===== config.mk =====
export PLATFORM = sky130hd
export DESIGN_NAME = latmem
export DESIGN_NICKNAME = d
export VERILOG_FILES = /design/src/rtl/latmem_pkg.sv /design/src/rtl/latmem_shift.sv /design/src/rtl/latmem_gated_pipe.sv /design/src/rtl/latmem_rd_path.sv /design/src/rtl/latmem_wr_path.sv /design/src/rtl/latmem_core.sv /design/src/rtl/latmem.sv
export SDC_FILE = /design/constraint.sdc
export NUM_CORES = 1
export LEC_CHECK = 0
export BUFFER_PORTS_ARGS = -buffer_cell sky130_fd_sc_hd__buf_2
export CAP_MARGIN = 20
export CORE_ASPECT_RATIO = 0.6
export CORE_UTILIZATION = 62
export CTS_CLUSTER_DIAMETER = 120
export CTS_CLUSTER_SIZE = 40
export DETAILED_ROUTE_END_ITERATION = 8
export PLACE_DENSITY = 0.87
export SYNTH_ARGS = -nofsm -noshare
export SYNTH_HDL_FRONTEND = slang
export SYNTH_SLANG_ARGS = --single-unit

===== constraint.sdc =====
create_clock -name clk -period 3.8 [get_ports clk]
set_clock_uncertainty 0.1 [all_clocks]
set_input_delay 0.19 -clock clk [delete_from_list [all_inputs] [get_ports clk]]
set_output_delay 0.19 -clock clk [all_outputs]
set_load 0.02 [all_outputs]

===== src/rtl/latmem_pkg.sv =====
package latmem_pkg;

    // Address width for a given word count; never narrower than one bit.
    function automatic int unsigned addr_width(input int unsigned depth);
        return (depth > 1) ? $clog2(depth) : 1;
    endfunction

    // Which access point a core write came from; the write-only port outranks the shared one.
    typedef enum logic [1:0] {
        SRC_NONE = 2'd0,
        SRC_DED  = 2'd1,
        SRC_RW   = 2'd2
    } wr_src_e;

endpackage


===== src/rtl/latmem_shift.sv =====
// Plain delay line; STAGES = 0 is a wire. CLR selects whether reset clears it.
module latmem_shift #(
    parameter int unsigned W      = 1,
    parameter int unsigned STAGES = 1,
    parameter bit          CLR    = 1'b0
) (
    input  logic         clk,
    input  logic         rst,
    input  logic [W-1:0] d,
    output logic [W-1:0] q
);
    generate
        if (STAGES == 0) begin : g_wire
            assign q = d;
        end else begin : g_regs
            logic [W-1:0] st [STAGES];
            always_ff @(posedge clk) begin
                if (CLR && rst) begin
                    for (int k = 0; k < int'(STAGES); k++) st[k] <= '0;
                end else begin
                    st[0] <= d;
                    for (int k = 1; k < int'(STAGES); k++) st[k] <= st[k-1];
                end
            end
            assign q = st[STAGES-1];
        end
    endgenerate
endmodule


===== src/rtl/latmem_gated_pipe.sv =====
// Delay line whose every stage advances only when ld is high.
module latmem_gated_pipe #(
    parameter int unsigned W      = 1,
    parameter int unsigned STAGES = 1
) (
    input  logic         clk,
    input  logic         ld,
    input  logic [W-1:0] d,
    output logic [W-1:0] q
);
    logic [W-1:0] st [STAGES];

    always_ff @(posedge clk) begin
        if (ld) begin
            st[0] <= d;
            for (int k = 1; k < int'(STAGES); k++) st[k] <= st[k-1];
        end
    end

    assign q = st[STAGES-1];
endmodule


===== src/rtl/latmem_rd_path.sv =====
// One read path: enable delayed LAT-1 stages becomes the capture strobe,
// address delayed LAT gated stages feeds the combinational core read.
module latmem_rd_path #(
    parameter int unsigned AW  = 4,
    parameter int unsigned LAT = 1
) (
    input  logic          clk,
    input  logic          rst,
    input  logic          en,
    input  logic [AW-1:0] addr,
    output logic [AW-1:0] core_addr,
    output logic          cap
);
    generate
        if (LAT == 0) begin : g_direct
            assign core_addr = addr;
            assign cap       = 1'b1;
        end else begin : g_piped
            latmem_shift #(.W(1), .STAGES(LAT-1), .CLR(1'b1)) u_en_dly (
                .clk (clk),
                .rst (rst),
                .d   (en),
                .q   (cap)
            );
            latmem_gated_pipe #(.W(AW), .STAGES(LAT)) u_addr_dly (
                .clk (clk),
                .ld  (cap),
                .d   (addr),
                .q   (core_addr)
            );
        end
    endgenerate
endmodule


===== src/rtl/latmem_wr_path.sv =====
// One write path: enable (clearable) and the mask/address/data beat are
// each delayed LAT-1 stages; the core commits on the following edge.
module latmem_wr_path #(
    parameter int unsigned AW  = 4,
    parameter int unsigned DW  = 8,
    parameter int unsigned LAT = 1
) (
    input  logic          clk,
    input  logic          rst,
    input  logic          en,
    input  logic          mask,
    input  logic [AW-1:0] addr,
    input  logic [DW-1:0] data,
    output logic          we,
    output logic [AW-1:0] waddr,
    output logic [DW-1:0] wdata
);
    typedef struct packed {
        logic          mask;
        logic [AW-1:0] addr;
        logic [DW-1:0] data;
    } wr_beat_t;

    localparam int unsigned BEAT_W = $bits(wr_beat_t);

    wr_beat_t beat_in;
    wr_beat_t beat_out;
    logic     en_q;

    assign beat_in = '{mask: mask, addr: addr, data: data};

    latmem_shift #(.W(1), .STAGES(LAT-1), .CLR(1'b1)) u_en_dly (
        .clk (clk),
        .rst (rst),
        .d   (en),
        .q   (en_q)
    );

    latmem_shift #(.W(BEAT_W), .STAGES(LAT-1), .CLR(1'b0)) u_beat_dly (
        .clk (clk),
        .rst (rst),
        .d   (beat_in),
        .q   (beat_out)
    );

    assign we    = en_q & beat_out.mask;
    assign waddr = beat_out.addr;
    assign wdata = beat_out.data;
endmodule


===== src/rtl/latmem_core.sv =====
// Zero-latency read, one-edge write storage with two read and two write ports.
module latmem_core #(
    parameter int unsigned DW    = 8,
    parameter int unsigned DEPTH = 12,
    parameter int unsigned AW    = 4
) (
    input  logic          clk,
    input  logic [AW-1:0] raddr_a,
    input  logic [AW-1:0] raddr_b,
    output logic [DW-1:0] rdata_a,
    output logic [DW-1:0] rdata_b,
    input  logic          we_a,
    input  logic [AW-1:0] waddr_a,
    input  logic [DW-1:0] wdata_a,
    input  logic          we_b,
    input  logic [AW-1:0] waddr_b,
    input  logic [DW-1:0] wdata_b
);
    import latmem_pkg::*;

    logic [DW-1:0] mem [DEPTH];

    logic    hit_ra, hit_rb, hit_wa, hit_wb;
    wr_src_e src_sel;

    assign hit_ra = 32'(raddr_a) < DEPTH;
    assign hit_rb = 32'(raddr_b) < DEPTH;
    assign hit_wa = 32'(waddr_a) < DEPTH;
    assign hit_wb = 32'(waddr_b) < DEPTH;

    // Who owns a word when both write paths aim at it on one edge.
    always_comb begin
        if (we_a && hit_wa)      src_sel = SRC_DED;
        else if (we_b && hit_wb) src_sel = SRC_RW;
        else                     src_sel = SRC_NONE;
    end

    always_ff @(posedge clk) begin
        if (we_b && hit_wb && !(src_sel == SRC_DED && waddr_a == waddr_b))
            mem[waddr_b] <= wdata_b;
        if (src_sel == SRC_DED)
            mem[waddr_a] <= wdata_a;
    end

    assign rdata_a = hit_ra ? mem[raddr_a] : '0;
    assign rdata_b = hit_rb ? mem[raddr_b] : '0;
endmodule


===== src/rtl/latmem.sv =====
module latmem #(
    parameter int unsigned DATA_W        = 16,
    parameter int unsigned DEPTH         = 12,
    parameter int unsigned READ_LATENCY  = 2,
    parameter int unsigned WRITE_LATENCY = 3,
    localparam int unsigned ADDR_W       = latmem_pkg::addr_width(DEPTH)
) (
    input  logic              clk,
    input  logic              rst,
    input  logic              rd_en,
    input  logic [ADDR_W-1:0] rd_addr,
    output logic [DATA_W-1:0] rd_data,
    input  logic              wr_en,
    input  logic              wr_mask,
    input  logic [ADDR_W-1:0] wr_addr,
    input  logic [DATA_W-1:0] wr_data,
    input  logic              rw_en,
    input  logic              rw_wmode,
    input  logic [ADDR_W-1:0] rw_addr,
    input  logic [DATA_W-1:0] rw_wdata,
    input  logic              rw_wmask,
    output logic [DATA_W-1:0] rw_rdata
);
    // Enables never enter the pipes while reset is high.
    logic rd_go, rwr_go, wr_go, rww_go;
    assign rd_go  = rd_en & ~rst;
    assign rwr_go = rw_en & ~rw_wmode & ~rst;
    assign wr_go  = wr_en & ~rst;
    assign rww_go = rw_en &  rw_wmode & ~rst;

    logic              rd_cap_a, rd_cap_b;
    logic [ADDR_W-1:0] core_raddr_a, core_raddr_b;
    logic              core_we_a, core_we_b;
    logic [ADDR_W-1:0] core_waddr_a, core_waddr_b;
    logic [DATA_W-1:0] core_wdata_a, core_wdata_b;

    latmem_rd_path #(.AW(ADDR_W), .LAT(READ_LATENCY)) u_rd_ded (
        .clk       (clk),
        .rst       (rst),
        .en        (rd_go),
        .addr      (rd_addr),
        .core_addr (core_raddr_a),
        .cap       (rd_cap_a)
    );

    latmem_rd_path #(.AW(ADDR_W), .LAT(READ_LATENCY)) u_rd_shared (
        .clk       (clk),
        .rst       (rst),
        .en        (rwr_go),
        .addr      (rw_addr),
        .core_addr (core_raddr_b),
        .cap       (rd_cap_b)
    );

    latmem_wr_path #(.AW(ADDR_W), .DW(DATA_W), .LAT(WRITE_LATENCY)) u_wr_ded (
        .clk   (clk),
        .rst   (rst),
        .en    (wr_go),
        .mask  (wr_mask),
        .addr  (wr_addr),
        .data  (wr_data),
        .we    (core_we_a),
        .waddr (core_waddr_a),
        .wdata (core_wdata_a)
    );

    latmem_wr_path #(.AW(ADDR_W), .DW(DATA_W), .LAT(WRITE_LATENCY)) u_wr_shared (
        .clk   (clk),
        .rst   (rst),
        .en    (rww_go),
        .mask  (rw_wmask),
        .addr  (rw_addr),
        .data  (rw_wdata),
        .we    (core_we_b),
        .waddr (core_waddr_b),
        .wdata (core_wdata_b)
    );

    latmem_core #(.DW(DATA_W), .DEPTH(DEPTH), .AW(ADDR_W)) u_core (
        .clk     (clk),
        .raddr_a (core_raddr_a),
        .raddr_b (core_raddr_b),
        .rdata_a (rd_data),
        .rdata_b (rw_rdata),
        .we_a    (core_we_a),
        .waddr_a (core_waddr_a),
        .wdata_a (core_wdata_a),
        .we_b    (core_we_b),
        .waddr_b (core_waddr_b),
        .wdata_b (core_wdata_b)
    );
endmodule


==> results of run 1 <==
-- cells in the final DEF, fill, tap and decap left out, types with 9 or more instances in the layout --
cell type      synthesis  final
edfxtp_1             208    208
mux2_2               173    173
mux4_2                96     96
dfxtp_1               90     90
buf_2                 21     83
dlygate4sd3_1          0     53
buf_4                  2     37
nand2_1               35     35
a22oi_1               32     32
mux2_4                18     18
inv_1                 16     16
o21ai_0               21     16
clkbuf_16              0     11
nor2b_1                9      9
-- worst max-delay path, cell delays in order, from the launching register on --
cell      delay [ns]
edfxtp_1        1.00
nand2b_1        0.61
o21ai_0         0.53
buf_2           0.25
-- sequential cells by signal, indices dropped and copies added (netlist names) --
register and flops:
u_rd_shared.g_piped.u_en_dly.g_regs.st 1, u_wr_ded.u_beat_dly.g_regs.st 42, u_wr_shared.u_beat_dly.g_regs.st 42, u_wr_ded.u_en_dly.g_regs.st 2, u_rd_ded.g_piped.u_addr_dly.st 8, u_rd_shared.g_piped.u_addr_dly.st 8, u_core.mem 192, u_rd_ded.g_piped.u_en_dly.g_regs.st 1
u_wr_shared.u_en_dly.g_regs.st 2
-- worst min-delay path by stage --
stage                      from                                      end  slack [ns]  cells after the start
floorplan            wr_data[0]      u_wr_ded.u_beat_dly.g_regs.st[0][0]        0.12                      0
global placement       rw_wmask  u_wr_shared.u_beat_dly.g_regs.st[0][20]        0.19                      1
detailed placement   wr_addr[0]     u_wr_ded.u_beat_dly.g_regs.st[0][16]        0.19                      1
CTS                  wr_data[3]      u_wr_ded.u_beat_dly.g_regs.st[0][3]        0.20                      2
global route        wr_data[14]     u_wr_ded.u_beat_dly.g_regs.st[0][14]        0.20                      2
finish              wr_data[14]     u_wr_ded.u_beat_dly.g_regs.st[0][14]        0.21                      2
-- timing repair --
| item | CTS | global route |
|---|---|---|
| hold endpoints to repair | 56 | 0 |
| resized for setup | 0 | 0 |
| hold buffers | 53 | 0 |
-- cells by family after synthesis --
group / count (synthesis) / share of synthesized area (%)
flops: 298 / 58.7
mux: 288 / 32.0
buf+inv: 91 / 3.07
simple gates: 77 / 3.02
compound gates: 63 / 3.04
xor+xnor: 2 / 0.128
-- power breakdown --
part	leakage, nW	internal, mW	switching (mW)
clock	0.152	0.563	0.959
combinational	2.68	0.225	0.164
sequential	2.63	3.52	0.0897
-- layout make-up --
type | instances | area [µm²]
Fill cell | 1366 | 5930
Clock inverter | 1 | 30.0
Tap cell | 279 | 349
Inverter | 16 | 60.1
Sequential cell | 298 | 8050
Clock buffer | 15 | 290
Timing Repair Buffer | 179 | 1330
Multi-Input combinational cell | 430 | 5300
-- metal layers --
metal / vias up / wire length (µm) / track usage (%)
li1: 3449 / - / -
met1: 4230 / 13300 / 42.2
met2: 665 / 16100 / 50.9
met3: 84 / 4770 / 10.7
met4: 0 / 1030 / 9.68
met5: - / 0 / 0
==> flow_summary.yaml, run 1 <==
cells_and_area:
  fin_util_pct: 72.2
  area_delta_synth_final_pct: 12.4
  fin_nets: 988
  final_area_mm2: 0.0154
  antenna_cells: 0
  instances_no_fill: 1218
  final_layout_size_suffix_gt1_share_pct: 47.3
global_routing:
  grt_pass1_wl_um: 52100
  grt_max_degree: 49
  grt_pass1_vias: 8424
  antenna_found_initial: 0
  globalRouteTotalUtil_pct: 31.9
  grt_overflow: 0
worst_setup_path:
  arrival_ns: 2.91
  worst_r2r_endpoint: "u_core.mem[0][4]"
  crit_path_start: "u_rd_shared.g_piped.u_addr_dly.st[0][6]"
  crit_path_start_kind: "register"
  critical_path.max_fanout: 18
  path_class: "register to output port"
  cp-endpoint: "rw_rdata[5]"
  r2r_slack_ns: 1.27
  required_ns: 3.51
  endpoint_kind: "output port"
  r2r_cells: 5
  r2r_start: "u_wr_ded.u_beat_dly.g_regs.st[0][41]"
route:
  drt_pass1_iterations: 5
  drc_errors: 0
  wl_um: 35200
  ant_nets: 0
  via_per_inst: 6.92
  wire_per_inst_um: 28.9
  first_iter_violations: 1112
  via_count: 8428
synthesis:
  ys_top_cells_by_count: "edfxtp_1, mux2_2, mux4_2"
  synth_top_area_cell: "edfxtp_1"
  yosysMostFrequentCell: "edfxtp_1"
  synth-seq-cells: 298
  synth.distinct_cells: 33
  synth.area.top_cells: "edfxtp_1, mux4_2, mux2_2"
  synthArstFlopShare_pct: 0
  yosys_warnings: 0
  synth-edff-count: 208
  yosysSeqAreaShare_pct: 58.7
  syn_area_per_cell_um2: 16.7
  ys.flop_type: "edfxtp_1"
  synthesis.nets: 871
  syn_area_mm2: 0.0137
  syn_inst: 819
  synth_top_area_share_pct: 45.6
cts:
  cts_root_buffer: "clkbuf_16"
  cts_sinks: 298
  numCtsBuffers: 11
  htree_levels: 1
  path_clk_slew_ns: 0.14
  cts_max_path_buffers: 3
  clk_latency_ns: 0.49
  cts_tree: "done"
  post_cts_buffers: 0
sta:
  drv_slew: 0
  rsz0062_at_grt: "no"
  worst_pin_slew_ns: 0.950
  finalHoldViolations: 0
  timing.hold.ws_ns: 0.211
  tns_ns: 0
  final.period_utilization_pct: 84.1
  fmax_ghz: 0.313
  relSlewSlack_pct: 36.7
  final.min_clock_period_ns: 3.20
  finalSetupViolCount: 0
  setup_slack_ns: 0.602
die:
  rows: 41
  fp.dieW_um: 194
  die_area_mm2: 0.0227
  io_pins: 84
  die_h_um: 117
  core_area_mm2: 0.0213
  start_util_pct: 64.2
place:
  place_congestion: 0.864
  numPortBuffers: 83
  hpwl_um: 22100
  dp_cells: 1149
  dpl_cell_area_mm2: 0.0146
  post-place-ws_ns: 1.23
min_path:
  holdCritPathClass: "input pin to register"
power_and_ir_drop:
  p_leak_nw: 5.46
  power_density_mw_per_mm2: 359
  p_total_mw: 5.52
  vdd_drop_max_uv: 548
flow_run:
  drv_cap: 0
status:
  status: "complete, no violations"
(Power assumes the default switching activity.)
==> run 2, diff against run 1 <==
- CORE_UTILIZATION: 62 -> 61
- PLACE_DENSITY: 0.87 -> 0.86
- clock period: 3.8 -> 3.03 ns (I/O delays scaled with it)
==> flow_summary.yaml, run 2 (synthesized netlist as in run 1, its figures left out) <==
worst_setup_path:
  r2r_slack_ns: 0.23
  path_class: "register to output port"
  required_ns: 2.78
  critical_path.max_fanout: 20
  endpoint_kind: "output port"
  arrival_ns: 2.62
  crit_path_start_kind: "register"
cts:
  cts_max_path_buffers: 3
  htree_levels: 1
  clk_latency_ns: 0.49
  numCtsBuffers: 11
  cts_root_buffer: "clkbuf_16"
  cts_sinks: 298
  cts_tree: "done"
  path_clk_slew_ns: 0.14
sta:
  drv_slew: 0
  final.min_clock_period_ns: 2.87
  fmax_ghz: 0.349
  rsz0062_at_grt: "no"
  finalHoldViolations: 0
  tns_ns: 0
  worst_pin_slew_ns: 1.11
  final.period_utilization_pct: 94.7
  relSlewSlack_pct: 25.0
  finalSetupViolCount: 0
  setup_slack_ns: 0.162
die:
  io_pins: 84
  rows: 42
  fp.dieW_um: 196
  core_area_mm2: 0.0220
  start_util_pct: 62.3
  die_h_um: 118
  die_area_mm2: 0.0231
power_and_ir_drop:
  switching_share_pct: 22.0
  p_int_mw: 5.41
  comb_power_share_pct: 7.2
  power_density_mw_per_mm2: 448
  netSwitchingPower_mw: 1.53
  vdd_drop_max_uv: 539
  p_leak_nw: 5.52
  seqPwrFrac_pct: 65.2
  clkPwrFrac_pct: 27.6
flow_run:
  drv_cap: 0
global_routing:
  globalRouteTotalUtil_pct: 31.4
  grt_overflow: 0
  grt_pass1_wl_um: 52400
  grt_max_degree: 49
  antenna_found_initial: 0
  grt_pass1_vias: 8414
route:
  first_iter_violations: 1238
  drt_pass1_iterations: 5
  drc_errors: 0
  wire_per_inst_um: 28.7
  via_count: 8403
  via_per_inst: 6.80
  wl_um: 35400
  ant_nets: 0
cells_and_area:
  mostFrequentLayoutCell: "edfxtp_1"
  regMostFlops: "u_core.mem"
  layout_common_cells: "edfxtp_1, mux2_2, mux4_2"
  fin_nets: 997
  largest_reg_flops: 192
  largestRegisters: "u_core.mem: 192 flops, u_wr_ded.u_beat_dly.g_regs.st: 42 flops, u_wr_shared.u_beat_dly.g_regs.st: 42 flops"
  area_delta_synth_final_pct: 13.1
  antenna_cells: 0
  final_layout_size_suffix_gt1_share_pct: 48.2
min_path:
  holdCritPathClass: "input pin to register"
place:
  place_congestion: 0.889
  hpwl_um: 22500
  numPortBuffers: 83
  post-place-ws_ns: 0.299
status:
  status: "complete, no violations"
-- run 2: changes by cell type in the layout (fill, tap and decap cells not counted) --
cell,delta
buf_6,+1
dlygate4sd3_1,-1
buf_4,+9
clkbuf_1,+1
buf_12,+1
nor2_1,-3
buf_8,-1
nor2_2,+3
-- run 2: cell type report --
type / count / area (µm²)
flip-flops and latches: 298 / 8050
inverters: 16 / 60.1
repair buffers: 188 / 1400
multi-input cells: 430 / 5310
well taps: 286 / 358
clock buffers: 16 / 294
fillers: 1408 / 6520
clock inverters: 1 / 30.0
-- run 2: final timing paths --
check,from,depth (start not counted),to
hold reg to reg,u_wr_shared.u_beat_dly.g_regs.st[0][3],0,u_wr_shared.u_beat_dly.g_regs.st[0][24]
hold / removal,rw_wdata[15],2,u_wr_shared.u_beat_dly.g_regs.st[0][15]
setup / recovery,u_rd_shared.g_piped.u_addr_dly.st[0][4],5,rw_rdata[1]
setup reg to reg,u_wr_ded.u_beat_dly.g_regs.st[0][40],4,u_core.mem[3][5]
-- run 2: timing repair --
action,4_1_cts,5_1_grt
setup endpoints to repair,0,1
gates resized for setup,0,0
hold buffers,52,0
endpoints found under the hold margin,56,0
buffers inserted,0,4
-- run 2: stage by stage --
| stage | hold slack [ns] | total power [mW] | util, % | instances | instance area, µm² |
|---|---|---|---|---|---|
| floorplan | 0.0792 | 4.88 | - | 819 | 13700 |
| global placement | 0.154 | 5.03 | 66.2 | 1159 | 14600 |
| detailed placement | 0.155 | 5.05 | 66.3 | 1160 | 14600 |
| CTS | 0.164 | 6.94 | 70.1 | 1229 | 15400 |
| global route | 0.160 | 7.11 | 70.4 | 1235 | 15500 |
| finish | 0.166 | 6.94 | 70.4 | 1235 | 15500 |
-- run 2: metal layers --
layer | part of all wire [%] | track usage [%]
met1 | 39 | 46.6
met3 | 14 | 7.94
met5 | 0 | 0
met2 | 44 | 46.6
met4 | 2.8 | 8.61
-- run 2: critical path, cell delays in order, from the launching register on --
cell      delay [ns]
edfxtp_1        0.41
buf_12          0.25
nor2b_1         0.76
a22oi_1         0.22
o21ai_0         0.23
buf_2           0.25
-- run 2: power by group through the flow --
stage               Combinational (mW)  Clock [mW]  Sequential, mW
floorplan                        0.347           0            4.54
global placement                 0.426           0            4.61
detailed placement               0.441           0            4.61
CTS                              0.493        1.93            4.52
global route                     0.533        2.04            4.53
finish                           0.501        1.92            4.52
